**src/rtl/vpx_pkg.sv**
```systemverilog
package vpx_pkg;

  // One pixel step: move toward the top bit and bring in background.
  function automatic logic [7:0] vpx_shift8(input logic [7:0] word);
    return {word[6:0], 1'b0};
  endfunction

  // Load qualification from the present half period and the one before it.
  function automatic logic vpx_qualify(
    input logic video,
    input logic mreq_n_now,
    input logic cpu_now,
    input logic mreq_n_prev,
    input logic cpu_prev
  );
    logic level_ok;
    logic armed;
    level_ok = video & mreq_n_now & ~cpu_now;
    armed    = ~mreq_n_prev & cpu_prev;
    return level_ok & armed;
  endfunction

endpackage

```
**src/rtl/vpx_phase_track.sv**
```systemverilog
module vpx_phase_track
  import vpx_pkg::*;
(
  input  logic clk,
  input  logic rst_n,
  input  logic cpu_clk,
  input  logic mreq_n,
  input  logic video_on,
  output logic load_fire
);

  logic prev_mreq_n_q;
  logic prev_cpu_q;

  // History of the half period just finished.
  always_ff @(posedge clk or negedge rst_n) begin
    if (!rst_n) begin
      prev_mreq_n_q <= 1'b1;
      prev_cpu_q    <= 1'b0;
    end else begin
      prev_mreq_n_q <= mreq_n;
      prev_cpu_q    <= cpu_clk;
    end
  end

  always_comb begin
    load_fire = vpx_qualify(video_on, mreq_n, cpu_clk, prev_mreq_n_q, prev_cpu_q);
  end

endmodule

```
**src/rtl/vpx_shreg.sv**
```systemverilog
module vpx_shreg #(
  parameter int W = 8
) (
  input  logic         clk,
  input  logic         rst_n,
  input  logic         video_on,
  input  logic         load,
  input  logic [W-1:0] din,
  output logic [W-1:0] word_q
);

  localparam int MSB = W - 1;

  logic [W-1:0] shifted;

  generate
    if (W == 8) begin : g_pkg_shift
      always_comb shifted = vpx_pkg::vpx_shift8(word_q);
    end else begin : g_gen_shift
      always_comb shifted = {word_q[MSB-1:0], 1'b0};
    end
  endgenerate

  always_ff @(posedge clk or negedge rst_n) begin
    if (!rst_n) begin
      word_q <= '0;
    end else if (!video_on) begin
      word_q <= '0;
    end else if (load) begin
      word_q <= din;
    end else begin
      word_q <= shifted;
    end
  end

endmodule

```
**src/rtl/vpx_pixel_shifter.sv**
```systemverilog
module vpx_pixel_shifter #(
  parameter int W = 8
) (
  input  logic         clk,
  input  logic         rst_n,
  input  logic         cpu_clk,
  input  logic         mreq_n,
  input  logic         video_on,
  input  logic [W-1:0] data_bus,
  output logic         pixel_out,
  output logic         load_strobe
);

  localparam int MSB = W - 1;

  logic         load_fire;
  logic [W-1:0] word_q;

  vpx_phase_track u_phase (
    .clk      (clk),
    .rst_n    (rst_n),
    .cpu_clk  (cpu_clk),
    .mreq_n   (mreq_n),
    .video_on (video_on),
    .load_fire(load_fire)
  );

  vpx_shreg #(.W(W)) u_shreg (
    .clk     (clk),
    .rst_n   (rst_n),
    .video_on(video_on),
    .load    (load_fire),
    .din     (data_bus),
    .word_q  (word_q)
  );

  assign pixel_out   = word_q[MSB];
  assign load_strobe = load_fire;

endmodule

```
**config.mk**
```make
export PLATFORM = sky130hd
export DESIGN_NAME = vpx_pixel_shifter
export DESIGN_NICKNAME = d
export VERILOG_FILES = /design/src/rtl/vpx_pkg.sv /design/src/rtl/vpx_phase_track.sv /design/src/rtl/vpx_shreg.sv /design/src/rtl/vpx_pixel_shifter.sv
export SDC_FILE = /design/constraint.sdc
export NUM_CORES = 1
export LEC_CHECK = 0
export CAP_MARGIN = 20
export CORE_AREA = 4 4 41 43
export CTS_CLUSTER_SIZE = 20
export DETAILED_ROUTE_END_ITERATION = 12
export DIE_AREA = 0 0 45 47
export GPL_TIMING_DRIVEN = 0
export MAX_ROUTING_LAYER = met4
export SLEW_MARGIN = 25
export SYNTH_ARGS = -nofsm -noshare
export SYNTH_HDL_FRONTEND = slang
export SYNTH_SLANG_ARGS = --single-unit
export TNS_END_PERCENT = 5
```
**constraint.sdc**
```tcl
create_clock -name clk -period 1.2 [get_ports clk]
set_input_delay 0.24 -clock clk [delete_from_list [all_inputs] [get_ports clk]]
set_output_delay 0.24 -clock clk [all_outputs]
set_load 0.005 [all_outputs]
```
# Yosys cells after proc, flatten, opt, wreduce, memory -nomap -nowiden
# Index checks and enable logic that the tools add are counted.
[classes] mux=2 bitwise=6
[op_table] op="two-way mux 8 bit" count=2
[op_table] op="AND 1 bit" count=4
[op_table] op="inverter 1 bit" count=2
[totals] register_bits=10 inputBits=13 out_inout_bits=2 elab_cells=11

# Logic depth before layout (Yosys ltp)
[logic_depth] depth_word=5 ltp_mapped=3 mapped_depth_nobuf=2

# Modules after synthesis
# Synthesis repeated with hierarchy kept, for this count alone.
[unflattened] cells_unflattened=28 area_unflattened_um2=396.6
[by_module_without_submodules] module="vpx_shreg" instances=1 cells_each=24 area_each_um2=332.8 seq_area_each_um2=200.2
[by_module_without_submodules] module="vpx_phase_track" instances=1 cells_each=4 area_each_um2=63.8 seq_area_each_um2=51.3

# Least setup slack after synthesis
# Ideal clock, no wire load.
[synth_path] path_kind="reg-to-output" from="register u_phase.prev_mreq_n_q" to="output load_strobe" arrival_time_ns=1.019 t_required_ns=0.960 path_slack_ns=-0.059 stages_incl_launch_ff=4 n_path_buf=1 cell_sequence="dfstp_2 > and4bb_1 > buf_6 > and2_2"
[synth_via] elab_chain_cells=3
[synth_rtl] element="from (decl)" line_no="vpx_phase_track.sv:12" text="logic prev_mreq_n_q;"
[synth_rtl] element="from (signal assigned)" line_no="vpx_phase_track.sv:21" text="prev_mreq_n_q <= mreq_n;"
[synth_rtl] element="inverter 1 bit" line_no="vpx_pkg.sv:19" text="armed = ~mreq_n_prev & cpu_prev;"
[synth_rtl] element="AND 1 bit" line_no="vpx_pkg.sv:19"
[synth_rtl] element="AND 1 bit" line_no="vpx_pkg.sv:20" text="return level_ok & armed;"
[synth_rtl] element="to (decl)" line_no="vpx_pixel_shifter.sv:11" text="output logic load_strobe"
# No other way between the ends.

# Final worst setup path
# Ends and elaborated chain as after synthesis.

==> impl_metrics.yaml <==
cts:
  cts-buffers-inserted: 3
  cts_tree: "done"
  cts-root-buf: "clkbuf_4"
  cts_max_level: 1
  cts.sinks: 10
  clock_path_buffers: 2
  clkSlewWorstSetupHoldPaths_ps: 70
  insertion_delay_ps: 260
drt:
  drt-pass1-iter-count: 2
  drc_errors: 0
  drt-total-wl_um: 711
  wl_met3_um: 69
  wl_per_cell_um: 10.3
  wl_met2_um: 279
  via_count: 299
  wl_met1_um: 362
  ant_nets: 0
  top_layer_used: "met3"
  viasPerCell: 4.33
  dr.first_iter.drc_count: 4
outcome:
  violations: "negative setup slack"
  run_status: "finished, violations left"
sta:
  finalCritPeriodShare: 1.21
  relSlewSlack: 0.713
  max_clock_freq_mhz: 686
  period_needed_ps: 1460
  hold_viol: 0
  setup_ws_ps: -258
  finalMaxSlewViolations: 0
  setup_violations: 1
  tightestPinTransition_ps: 430
  hold_ws_ps: 277
  rsz0062_at_grt: "yes"
  fin_worst_skew_ps: 4.36
  fin_setup_tns_ps: -258
yosys:
  synthCells: 36
  async_flop_share: 1.00
  yosys_warnings: 0
  synth-xor-area-share: 0
  synth_seq_area_share: 0.604
  yosys-top-cells-area: "dfrtp_1 54%, mux2i_1 17%, nand2_1 13%"
  synthFlopType: "dfrtp_1"
  synth_edf_count: 0
  synth_top_area_share: 0.541
  ys_ff_latch: 10
  synth_simple_gate_area_share: 0.189
  synthTopCellsByCount: "14 x nand2_1, 9 x dfrtp_1, 7 x mux2i_1"
  syn_nets: 49
  synthAdderAreaFrac: 0
  yosysMostFrequentCell: "nand2_1"
  yosysTopAreaCell: "dfrtp_1"
  synth_cell_types: 9
  avgSynthCellArea_sq_um: 11.6
  synth-compound-area-share: 0
  syn_area_sq_um: 417
  synth_top_family_by_area: "simple AND/OR/NAND/NOR gates"
  synth_mux_area_frac: 0.168
grt:
  grt_usage: 0.0910
  grt_pass1_vias: 306
  gr-total-overflow: 0
  antenna_found_initial: 0
  grt_max_degree: 11
  grt_pass1_wl_um: 1260
place:
  io_buffers: 14
  place_inst: 65
  gp_congestion: 0.722
cells_and_area:
  nNetsFinal: 68
  synthToLayoutAreaGrowth_pct: 46.5
  drive_gt1_frac: 0.167
  n_antenna_cell: 0
  instances_no_fill: 69
  utilization: 0.469
critical_path:
  criticalPathCategory: "register to output port"
  crit_required_ps: 960
  setup.worst_path.end_class: "output port"
  cp.arrival_ps: 1220
  cp_max_fo: 2
  startpoint_type: "register"
pwr:
  leakage_nw: 0.281
  fin_total_pwr_uw: 723
  pwr_density_cell_nw_per_um2: 1180
  vdd_drop_max_uv: 509
floorplan:
  num_rows: 13
  num_io_pins: 15
  dieArea_sq_um: 2120
  die_w_um: 45
  die_height_um: 47
  fp.coreArea_sq_um: 1300
  start_util: 0.320
min_path:
  hp-class: "input port to async pin"
flow_run:
  drv_cap: 0
==> layout by cell type (no fill, tap or decap) <==
| master | instances |
|---|---|
| buf_6 | 1 |
| clkbuf_4 | 3 |
| and2_4 | 1 |
| clkdlybuf4s50_1 | 11 |
| dfrtp_1 | 9 |
| and3_1 | 1 |
| and4bb_1 | 1 |
| dlygate4sd2_1 | 2 |
| mux2i_1 | 7 |
| nand2_1 | 14 |
| buf_4 | 2 |
| clkbuf_8 | 1 |
| dfstp_2 | 1 |
==> critical path: stages (launching register included) <==
cell      delay, ps
dfstp_2         520
and4bb_1        200
and2_4          140
buf_6           100
==> registers in the layout, summed over array words and instances (netlist names) <==
name / cells
u_phase.prev_cpu_q: 1
u_shreg.word_q: 8
u_phase.prev_mreq_n_q: 1
==> final timing paths <==
check | from | endpoint | slack, ps | cells past startpoint
min in group clk | mreq_n | u_phase.prev_mreq_n_q | 410 | 1
min reg2reg | u_shreg.word_q[6] | u_shreg.word_q[7] | 510 | 2
max in group asynchronous | rst_n | u_phase.prev_mreq_n_q | 590 | 1
max reg2reg | u_phase.prev_mreq_n_q | u_shreg.word_q[0] | 20 | 3
max | u_phase.prev_mreq_n_q | load_strobe | -260 | 3
min | rst_n | u_shreg.word_q[1] | 280 | 1
==> final cells by class <==
| type | count | area, sq um |
|---|---|---|
| Buffer | 1 | 7.51 |
| Clock buffer | 4 | 36.3 |
| Fill cell | 131 | 691 |
| Multi-Input combinational cell | 24 | 150 |
| Sequential cell | 10 | 251 |
| Tap cell | 15 | 18.8 |
| Timing Repair Buffer | 15 | 146 |
==> timing repair <==
item | in CTS | in global routing
gates resized for setup | 8 | 0
hold buffers | 0 | 0
pin swaps | 1 | 2
setup endpoints to repair | 2 | 9
buffers inserted | 1 | 0
==> report_power, final <==
group | internal [mW] | total, mW | switching (mW)
registers | 0.346 | 0.348 | 0.00184
logic | 0.0466 | 0.0737 | 0.0271
clock network | 0.184 | 0.301 | 0.117
total | 0.577 | 0.723 | 0.146
==> logic make-up (layout without fill, tap and decap cells) <==
group | after synthesis | in the layout
multiplexers | 7 | 7
flip-flops | 10 | 10
buffers and inverters | 2 | 20
AND/OR/NAND/NOR | 17 | 17
==> metrics by stage <==
step / setup slack (ps) / instance area (sq um)
2_1_floorplan: 6.70 / 418
3_3_place_gp: -776 / 577
3_5_place_dp: -770 / 577
4_1_cts: -397 / 622
5_1_grt: -318 / 611
6_report: -258 / 611
==> per-layer routing <==
layer,track usage,up-vias
li1,-,152
met3,0.0575,0
met5,-,-
met4,0.0351,0
met1,0.104,135
met2,0.127,12
Note: power is estimated with default switching activity, not from simulation.
